$ cat src/rtl/cfgr_pkg.sv
package cfgr_pkg;

  typedef enum logic [2:0] {
    CPL_OK  = 3'd0,
    CPL_UR  = 3'd1,
    CPL_CRS = 3'd2,
    CPL_CA  = 3'd4
  } cpl_stat_e;

  typedef enum logic [1:0] {
    ST_IDLE,
    ST_SEND,
    ST_WAIT,
    ST_DELAY
  } eng_state_e;

  typedef enum logic [1:0] {
    ACT_PASS,
    ACT_SYNTH,
    ACT_RETRY,
    ACT_EXPIRE
  } cpl_act_e;

  // A read that covers the identification halfword at offset zero.
  function automatic logic vendor_probe(input logic is_write, input logic off_zero,
                                        input logic [1:0] be_lo);
    return !is_write && off_zero && (|be_lo);
  endfunction

  // What to do with a completion that arrives while waiting.
  function automatic cpl_act_e classify(input logic [2:0] st, input logic vis_en,
                                        input logic vendor, input logic spent);
    if (st != CPL_CRS) return ACT_PASS;
    if (vis_en && vendor) return ACT_SYNTH;
    if (spent) return ACT_EXPIRE;
    return ACT_RETRY;
  endfunction

endpackage

$ cat src/rtl/cfgr_gap_timer.sv
module cfgr_gap_timer #(
  parameter int GAP = 125
) (
  input  logic clk,
  input  logic rst_n,
  input  logic load,
  output logic expired
);
  localparam int W = (GAP < 2) ? 1 : $clog2(GAP + 1);
  localparam logic [W-1:0] START = W'(GAP - 1);

  logic [W-1:0] cnt;

  always_ff @(posedge clk or negedge rst_n) begin
    if (!rst_n) cnt <= '0;
    else if (load) cnt <= START;
    else if (cnt != '0) cnt <= cnt - 1'b1;
  end

  assign expired = (cnt == '0);

  // the pause counts down one step per cycle once started
  a_r5_gap_countdown: assert property (@(posedge clk) disable iff (!rst_n)
    (!load && cnt != '0) |=> (cnt == $past(cnt) - 1'b1));
endmodule

$ cat src/rtl/cfgr_retry_budget.sv
module cfgr_retry_budget #(
  parameter int MAX_RETRY = 1000
) (
  input  logic clk,
  input  logic rst_n,
  input  logic clear,
  input  logic bump,
  output logic exhausted
);
  localparam int CW = $clog2(MAX_RETRY + 2);
  localparam logic [CW-1:0] LIMIT = CW'(MAX_RETRY);

  logic [CW-1:0] used;

  always_ff @(posedge clk or negedge rst_n) begin
    if (!rst_n) used <= '0;
    else if (clear) used <= '0;
    else if (bump) used <= used + 1'b1;
  end

  assign exhausted = (used == LIMIT);

  // the engine never asks for a retry beyond the budget
  a_r8_no_bump_when_spent: assert property (@(posedge clk) disable iff (!rst_n)
    bump |-> !exhausted);
  a_r8_budget_bound: assert property (@(posedge clk) disable iff (!rst_n)
    used <= LIMIT);
endmodule

$ cat src/rtl/cfg_retry_engine.sv
module cfg_retry_engine
  import cfgr_pkg::*;
#(
  parameter int ADDR_W    = 10,
  parameter int DATA_W    = 32,
  parameter int RETRY_GAP = 125,
  parameter int MAX_RETRY = 1000
) (
  input  logic                clk,
  input  logic                rst_n,
  input  logic                crs_vis_en,
  input  logic                host_req_valid,
  output logic                host_req_ready,
  input  logic                host_req_write,
  input  logic [ADDR_W-1:0]   host_req_addr,
  input  logic [DATA_W/8-1:0] host_req_be,
  input  logic [DATA_W-1:0]   host_req_wdata,
  output logic                host_rsp_valid,
  output logic [DATA_W-1:0]   host_rsp_data,
  output logic [2:0]          host_rsp_status,
  output logic                host_rsp_timeout,
  output logic                tx_valid,
  input  logic                tx_ready,
  output logic                tx_write,
  output logic [ADDR_W-1:0]   tx_addr,
  output logic [DATA_W/8-1:0] tx_be,
  output logic [DATA_W-1:0]   tx_wdata,
  input  logic                cpl_valid,
  input  logic [2:0]          cpl_status,
  input  logic [DATA_W-1:0]   cpl_data
);
  localparam int BE_W = DATA_W / 8;
  localparam logic [DATA_W-1:0] SYNTH_VAL = {{(DATA_W-16){1'b1}}, 16'h0001};

  eng_state_e state_q, state_d;
  logic              write_q, vendor_q;
  logic [ADDR_W-1:0] addr_q;
  logic [BE_W-1:0]   be_q;
  logic [DATA_W-1:0] wdata_q;

  // Named internal events
  logic     accept, tx_fire, cpl_take, spent, gap_done;
  logic     retry_fire, synth_fire, expire_fire, pass_fire;
  cpl_act_e act;

  assign host_req_ready = (state_q == ST_IDLE);
  assign accept   = host_req_valid && host_req_ready;
  assign tx_valid = (state_q == ST_SEND);
  assign tx_fire  = tx_valid && tx_ready;
  assign cpl_take = (state_q == ST_WAIT) && cpl_valid;
  assign act      = classify(cpl_status, crs_vis_en, vendor_q, spent);

  assign retry_fire  = cpl_take && (act == ACT_RETRY);
  assign synth_fire  = cpl_take && (act == ACT_SYNTH);
  assign expire_fire = cpl_take && (act == ACT_EXPIRE);
  assign pass_fire   = cpl_take && (act == ACT_PASS);

  assign tx_write = write_q;
  assign tx_addr  = addr_q;
  assign tx_be    = be_q;
  assign tx_wdata = wdata_q;

  cfgr_gap_timer #(.GAP(RETRY_GAP)) u_gap (
    .clk(clk), .rst_n(rst_n), .load(retry_fire), .expired(gap_done));

  cfgr_retry_budget #(.MAX_RETRY(MAX_RETRY)) u_budget (
    .clk(clk), .rst_n(rst_n), .clear(accept), .bump(retry_fire), .exhausted(spent));

  always_comb begin
    state_d = state_q;
    unique case (state_q)
      ST_IDLE:  if (accept) state_d = ST_SEND;
      ST_SEND:  if (tx_fire) state_d = ST_WAIT;
      ST_WAIT:  if (cpl_take) state_d = retry_fire ? ST_DELAY : ST_IDLE;
      ST_DELAY: if (gap_done) state_d = ST_SEND;
      default:  state_d = ST_IDLE;
    endcase
  end

  always_ff @(posedge clk or negedge rst_n) begin
    if (!rst_n) state_q <= ST_IDLE;
    else state_q <= state_d;
  end

  // Request holding registers
  always_ff @(posedge clk or negedge rst_n) begin
    if (!rst_n) begin
      write_q  <= 1'b0;
      vendor_q <= 1'b0;
      addr_q   <= '0;
      be_q     <= '0;
      wdata_q  <= '0;
    end else if (accept) begin
      write_q  <= host_req_write;
      vendor_q <= vendor_probe(host_req_write, host_req_addr == '0, host_req_be[1:0]);
      addr_q   <= host_req_addr;
      be_q     <= host_req_be;
      wdata_q  <= host_req_wdata;
    end
  end

  // Final response
  always_ff @(posedge clk or negedge rst_n) begin
    if (!rst_n) begin
      host_rsp_valid   <= 1'b0;
      host_rsp_data    <= '0;
      host_rsp_status  <= CPL_OK;
      host_rsp_timeout <= 1'b0;
    end else begin
      host_rsp_valid   <= synth_fire || expire_fire || pass_fire;
      host_rsp_timeout <= expire_fire;
      if (synth_fire) begin
        host_rsp_data   <= SYNTH_VAL;
        host_rsp_status <= CPL_OK;
      end else if (expire_fire) begin
        host_rsp_data   <= write_q ? '0 : '1;
        host_rsp_status <= CPL_CA;
      end else if (pass_fire) begin
        host_rsp_data   <= cpl_data;
        host_rsp_status <= cpl_status;
      end
    end
  end

  // Input assumption: one completion per send, only while waiting
  a_cpl_only_when_waiting: assert property (@(posedge clk) disable iff (!rst_n)
    cpl_valid |-> (state_q == ST_WAIT));
  a_r1_busy_after_accept: assert property (@(posedge clk) disable iff (!rst_n)
    accept |=> !host_req_ready);
  a_r2_tx_hold: assert property (@(posedge clk) disable iff (!rst_n)
    (tx_valid && !tx_ready) |=> (tx_valid && $stable(tx_addr) && $stable(tx_be)
                                 && $stable(tx_wdata) && $stable(tx_write)));
  a_r3_rsp_follows_cpl: assert property (@(posedge clk) disable iff (!rst_n)
    host_rsp_valid |-> $past(cpl_valid));
  a_r4_retry_quiet: assert property (@(posedge clk) disable iff (!rst_n)
    retry_fire |=> !host_rsp_valid);
  a_r5_no_early_resend: assert property (@(posedge clk) disable iff (!rst_n)
    retry_fire |=> !tx_valid);
  a_r6_never_crs_out: assert property (@(posedge clk) disable iff (!rst_n)
    host_rsp_valid |-> (host_rsp_status != CPL_CRS));
  a_r8_timeout_in_rsp: assert property (@(posedge clk) disable iff (!rst_n)
    host_rsp_timeout |-> host_rsp_valid);
  a_r8_timeout_single: assert property (@(posedge clk) disable iff (!rst_n)
    host_rsp_timeout |=> !host_rsp_timeout);
endmodule

$ cat config.mk
export PLATFORM = sky130hd
export DESIGN_NAME = cfg_retry_engine
export DESIGN_NICKNAME = d
export VERILOG_FILES = /design/src/rtl/cfgr_pkg.sv /design/src/rtl/cfgr_gap_timer.sv /design/src/rtl/cfgr_retry_budget.sv /design/src/rtl/cfg_retry_engine.sv
export SDC_FILE = /design/constraint.sdc
export NUM_CORES = 1
export LEC_CHECK = 0
export ABC_AREA = 1
export ABC_CLOCK_PERIOD_IN_PS = 1900
export BUFFER_PORTS_ARGS = -buffer_cell sky130_fd_sc_hd__buf_2
export CORE_MARGIN = 3
export CORE_UTILIZATION = 50
export DETAILED_ROUTE_END_ITERATION = 10
export GPL_TIMING_DRIVEN = 0
export PLACE_DENSITY = 0.87
export SETUP_SLACK_MARGIN = 0.5
export SKIP_LAST_GASP = 1
export SLEW_MARGIN = 10
export SYNTH_ARGS = -nofsm -noshare
export SYNTH_HDL_FRONTEND = slang
export SYNTH_SLANG_ARGS = --single-unit
$ cat constraint.sdc
create_clock -name clk -period 1.9 [get_ports clk]
set_clock_uncertainty 0.15 [all_clocks]
set_input_delay 0.095 -clock clk [delete_from_list [all_inputs] [get_ports clk]]
set_output_delay 0.095 -clock clk [all_outputs]
set_load 0.05 [all_outputs]
# After elaboration in Yosys (flattened, before gate mapping)
# Index checks and enable logic that the tools add are counted.
[classes]
reduce_logical = 23
n_eq_ne = 12
muxes = 29
n_addsub = 2
[op_table]
columns = ["cell", "n"]
rows = [
  ["32-bit two-way mux", 4],
  ["2-bit two-way mux", 11],
  ["10-bit two-way mux", 2],
  ["7-bit two-way mux", 2],
  ["10-bit by 1-bit adder with 10-bit output (second input constant)", 1],
  ["10-bit equality test (second input constant)", 1],
  ["1-bit logical AND", 10],
  ["10-bit zero test", 1],
  ["3-bit two-way mux", 3],
  ["2-bit equality test (second input constant)", 4],
  ["2-bit one-hot mux with 4 select lines", 1],
  ["7-bit zero test", 1],
  ["7-bit nonzero test", 1],
  ["7-bit by 1-bit subtractor with 7-bit output (second input constant)", 1],
  ["1-bit two-way mux", 6],
  ["2-bit by 1-bit equality test with 1-bit output (second input constant)", 2],
  ["2-bit zero test", 2],
  ["2-bit by 1-bit inequality test with 1-bit output (second input constant)", 2],
  ["2-bit inequality test (second input constant)", 2],
  ["4-bit AND reduction", 1],
  ["2-bit nonzero test", 2],
  ["3-bit by 2-bit inequality test with 1-bit output (second input constant)", 1],
  ["3-bit nonzero test", 1],
  ["1-bit logical OR", 2],
  ["2 further kinds", 2],
]
[totals]
input_bits = 88
word_cells = 78
reg_bits = 104

# Depth between registers and ports, before layout
[logic_depth]
ltp_word = 13
depth_mapped = 11
depth_no_buf = 10

# Modules after synthesis
# A second synthesis with hierarchy kept.
[hier_totals]
cells_unflattened = 608
area_unflattened_um2 = 4804.6
[by_module_without_submodules]
columns = ["mod", "area_per_inst_um2", "cells_per_inst", "seq_area_each_um2", "n_inst"]
rows = [
  ["cfg_retry_engine", 3806.2, 479, 2177.1, 1],
  ["cfgr_retry_budget", 588.1, 80, 250.2, 1],
  ["cfgr_gap_timer", 410.4, 49, 175.2, 1],
]

# Least setup slack after synthesis
# No wires, ideal clock.
[synth_path]
kind = "register -> register"
startpoint = "register state_q[0]"
endpoint = "register u_budget.used[7]"
setup_slack_ns = -0.045
stages_incl_launch_ff = 8
required_time_ns = 1.683
setup_ns = 0.067
n_path_buf = 2
arrival_time_ns = 1.728
path_cell_list = "dfrtp_1 inv_1 ha_1 nand2_1 clkbuf_1 buf_1 nand4_1 nand2_1"
[synth_between]
word_cells_on_any_way = 7
cone_classes = "1 x eq/ne; 1 x mux; 5 x reduce/logical"
[synth_lines]
columns = ["element", "line_no", "rtl"]
rows = [
  ["start: declaration", "cfg_retry_engine.sv:35", "eng_state_e state_q, state_d;"],
  ["start signal: assignment", "cfg_retry_engine.sv:82", "else state_q <= state_d;"],
  ["2-bit zero test *", "cfg_retry_engine.sv:46", "assign host_req_ready = (state_q == ST_IDLE);"],
  ["net host_req_ready", "cfg_retry_engine.sv:13", "output logic host_req_ready,"],
  ["1-bit logical AND *", "cfg_retry_engine.sv:47", "assign accept = host_req_valid && host_req_ready;"],
  ["10-bit two-way mux / 2-bit nonzero test (equally long branches)", "--", ""],
  ["end signal: assignment", "cfgr_retry_budget.sv:18", "else if (bump) used <= used + 1'b1;"],
  ["end: declaration", "cfgr_retry_budget.sv:13", "logic [CW-1:0] used;"],
]
# Mark *: on every way through the listed nets, which the timed path passes. The rest lies on a longest branch.
# A chain may end at the register's enable or synchronous reset.

# Final worst setup path
[layout_path]
startpoint = "register u_budget.used[1]"
endpoint = "register host_rsp_data[21]"
[layout_between]
elab_chain_len = 11
word_cells_on_any_way = 17
cone_classes = "3 x eq/ne; 9 x mux; 5 x reduce/logical"
[layout_lines]
columns = ["element", "line_no", "rtl"]
rows = [
  ["10-bit equality test *", "cfgr_retry_budget.sv:21", "assign exhausted = (used == LIMIT);"],
  ["1-bit two-way mux (2 in a row)", "cfgr_pkg.sv:35", "if (spent) return ACT_EXPIRE;"],
  ["1-bit two-way mux", "cfgr_pkg.sv:34", "if (vis_en && vendor) return ACT_SYNTH;"],
  ["2-bit two-way mux *", "cfgr_pkg.sv:36", "return ACT_RETRY;"],
  ["2-bit two-way mux *", "cfgr_pkg.sv:35", ""],
  ["2-bit two-way mux *", "cfgr_pkg.sv:34", ""],
  ["2-bit equality test", "cfg_retry_engine.sv:55", "assign expire_fire = cpl_take && (act == ACT_EXPIRE);"],
  ["1-bit logical AND", "cfg_retry_engine.sv:55", ""],
  ["32-bit two-way mux", "cfg_retry_engine.sv:115", "end else if (expire_fire) begin"],
  ["32-bit two-way mux", "cfg_retry_engine.sv:112", "if (synth_fire) begin"],
  ["end signal: assignment", "cfg_retry_engine.sv:116", "host_rsp_data <= write_q ? '0 : '1;"],
  ["end signal: assignment", "cfg_retry_engine.sv:119", "host_rsp_data <= cpl_data;"],
  ["end: declaration", "cfg_retry_engine.sv:19", "output logic [DATA_W-1:0] host_rsp_data,"],
]
# Mark *: on every way between the ends. The rest lies on a longest branch, timed or not. The select of a mux whose other input is x is not followed.

==> parameters.txt <==
Parameter                              Value

Setup path
  Chain of cells forming the critical path    inv_2, ha_4, nand3_4, nor2_4, buf_4, nand2_8, nand2_4, buf_4, buf_4, or2_1, nand2_1, inv_1
  Bufs and invs on worst path    5
  Worst path arrival time    1980 ps
  Crit-path max FO    5
  Crit path launch type    register
  Largest delay contributor family on the critical path    buffers and inverters
  Largest stage delay, worst path    390 ps
  Worst path slowest cell    sky130_fd_sc_hd__dfrtp_1
  Data required time of the worst path    2030 ps
  Library cell appearing most often on the critical path    sky130_fd_sc_hd__buf_4
  Reg2Reg Setup Slack    40 ps
  CP Capture Type    register
  Critical path class    reg -> reg

Place
  Placed wire-length estimate    9250 um
  Placed cell count    939
  Count of input and output buffers    173
  Global placement routability congestion    0.890

Clocking
  CTS Buf Count    9
  CTS root buf    sky130_fd_sc_hd__clkbuf_8
  Clk buf depth    2
  TritonCTS clock tree    done
  CTS sink count    104
  Total number of H-tree levels    3
  Latest clock arrival within the worst-skew pair    370 ps
  Number of buffers inserted by hold repair at cts    83
  Clk pin slew, worst setup/hold paths    110 ps

Yosys
  Dominant combinational cell family by area after synthesis    simple AND/OR/NAND/NOR gates
  Synth area leaders    sky130_fd_sc_hd__dfrtp_1, sky130_fd_sc_hd__nand2_1, sky130_fd_sc_hd__inv_1
  Prevailing post-synth register cell    sky130_fd_sc_hd__dfrtp_1
  Sequential share of the synthesized area    52.2%
  Area fraction in compound gates after synthesis    3.06%
  Yosys cell types    37
  Warnings, synthesis    0
  Synth cell count leaders    sky130_fd_sc_hd__nand2_1, sky130_fd_sc_hd__dfrtp_1, sky130_fd_sc_hd__inv_1, sky130_fd_sc_hd__nand3_1, sky130_fd_sc_hd__nor2_1
  Post-synthesis share of cell area spent on full adders, half adders and majority gates    2.01%
  Number of synthesized flops with an enable pin    0
  Simple-gate share of the synthesized area    34.4%
  Share of cell area taken by muxes after synthesis    0%
  Post-Syn Instances    636
  Cell area after technology mapping    4980 um^2
  Post-Synthesis Net Count    732
  Flops & latches, synth    104
  Share of synthesized registers carrying an async set or reset    100%
  Average cell area after synthesis    7.84 um^2
  Share of the synthesized netlist area taken by xor and xnor gates    0.879%
  Top-count cell post-synth    sky130_fd_sc_hd__nand2_1
  Leading area contributor after synthesis    sky130_fd_sc_hd__dfrtp_1
  Share of the synthesized area in the top cell type    52.2%

Global route
  Largest net degree at the start of global routing    59
  Residual overflow from global routing    0
  Initial antenna violation count    0
  Number of global-route vias before repair    5907
  Wire length of the first global-routing pass    29200 um
  Global routing usage summed across all routing layers    32.9%

Floorplan
  Die X-Extent    106 um
  DIE AREA    11200 um^2
  Placeable Area    9460 um^2
  Starting density of the core    52.7%
  Vertical die dimension    106 um
  Rows    35
  Boundary Pins    174

Outcome
  Run status    finished with violations
  Violations in the final reports    negative hold slack

Timing
  Share of the cycle needed by the critical path after routing    97.7%
  Worst slew margin relative to its limit    69.1%
  Hold Worst Slack    -90.8 ps
  Peak Freq    539 MHz
  Total setup violations reported at the end of the flow    0
  Number of hold violations in the final report    1
  Shortest clock period the worst path allows after layout    1860 ps
  Total count of max-transition violations in the final report    0
  Post-Route Setup TNS    0 ps
  Unrepaired setup endpoints after global routing    yes
  Pin slew with the least headroom to its limit    463 ps

Cells and area
  Area growth, synth to finish    65.4%
  Final net count    1048
  Antenna fix cells    0
  Count of non-filler cells in the finished layout    1086
  Share of final-layout standard cells stronger than drive strength 1    39.4%

Drt
  Count of unresolved DRC violations after routing    0
  Met1 wire length    6850 um
  Vias    5704
  Total length of routed met2 wires    9430 um
  DRT iter0 DRCs    375
  Number of detailed-routing iterations run before antenna repair    5
  Routed length per placed instance    17.7 um
  Final antenna-violating net count    0
  Met3 Wirelength    1810 um
  Highest routed metal layer    met4
  Via/cell ratio    5.25
  Total length of routed wires    19200 um

Pwr
  Peak ir drop on the vdd network    1180 uV
  Total power density per cell area    1600 nW/um^2
  Leakage Power    4.50 nW

Flow run
  Max Cap Violations    0

Min path
  Worst hold path type    in -> reg
power breakdown:
group | total (mW) | switching (mW) | internal, mW
sequential | 3.91 | 0.723 | 3.18
combinational | 7.74 | 5.43 | 2.31
clock | 1.51 | 0.872 | 0.640
total | 13.2 | 7.03 | 6.13
cell type report:
| class | count | area [um^2] |
|---|---|---|
| Fill cell | 414 | 1210 |
| Multi-Input combinational cell | 443 | 2450 |
| Clock buffer | 9 | 124 |
| Buffer | 23 | 270 |
| Clock inverter | 7 | 87.6 |
| Sequential cell | 104 | 2600 |
| Inverter | 67 | 279 |
| Tap cell | 129 | 161 |
| Timing Repair Buffer | 304 | 2270 |
cells in the final DEF (no fill, tap or decap), drive strengths merged:
cell and n:
nand2 317, buf 233, dfrtp 104, dlygate4sd3 83, inv 69, nand3 31, nor2 23, clkbuf 20
or2 17, o21ai 15, nand4 8, ha 8, nor3 7, xor2 5, o211ai 2, nor4 2
clkinvlp 2, clkinv 2, a21oi 2, a21boi 1, o31ai 1, a31o 1, o21bai 1, o22ai 1
nand3b 1, bufinv 1
layer usage:
layer,global-route usage [%],vias up
met1,36.0,2641
met3,9.37,102
met4,17.3,0
li1,-,2565
met5,0,-
met2,57.8,396
registers in the layout, summed over array words and instances, names as in the netlist:
register / cells
host_rsp_data: 32
host_rsp_status: 3
u_gap.cnt: 7
tx_be: 4
u_budget.used: 10
tx_wdata: 32
vendor_q: 1
state_q: 2
host_rsp_timeout: 1
host_rsp_valid: 1
tx_write: 1
tx_addr: 10
worst register-to-register path: cells and delay by family (launching register included):
family                     cells  cell delay, ps
buffers and inverters          5             530
DFF                            1             390
and+or+nand+nor                6             540
adders and majority gates      1             160
path summary, 6_finish.rpt:
kind                             startpoint                 end  cells after the start
max                        u_budget.used[1]   host_rsp_data[21]                     12
min                               cpl_valid  host_rsp_status[1]                      3
max reg2reg                u_budget.used[1]   host_rsp_data[21]                     12
min reg2reg                    tx_wdata[24]        tx_wdata[24]                      2
max in group asynchronous             rst_n    u_budget.used[1]                      3
min in group asynchronous             rst_n   host_rsp_data[10]                      2
timing repair:
action                                  CTS  global route
gates cloned                             13             0
endpoints found under the setup margin  106           106
pin swaps                                20            23
hold endpoints to repair                187             1
gates resized for setup                 111            38
setup buffers                            19            16
stage by stage:
stage	utilization [%]	power, mW	setup slack, ps	area (um^2)
2_1_floorplan	-	8.54	240	5160
3_3_place_gp	65.4	9.97	-548	6190
3_5_place_dp	65.8	10.1	27.0	6220
4_1_cts	84.7	12.7	118	8010
5_1_grt	87.2	13.7	-48.0	8250
6_report	87.2	13.2	43.2	8250
kinds of logic (layout without fill, tap and decap cells):
group	count (synthesis)	count (layout)
AOI/OAI and AO/OA	24	24
DFF	104	104
buffers and inverters	90	410
adders and majority gates	8	8
and+or+nand+nor	405	406
xor gates and xnor gates	5	5
No activity file was read; power rests on OpenSTA's default activity.
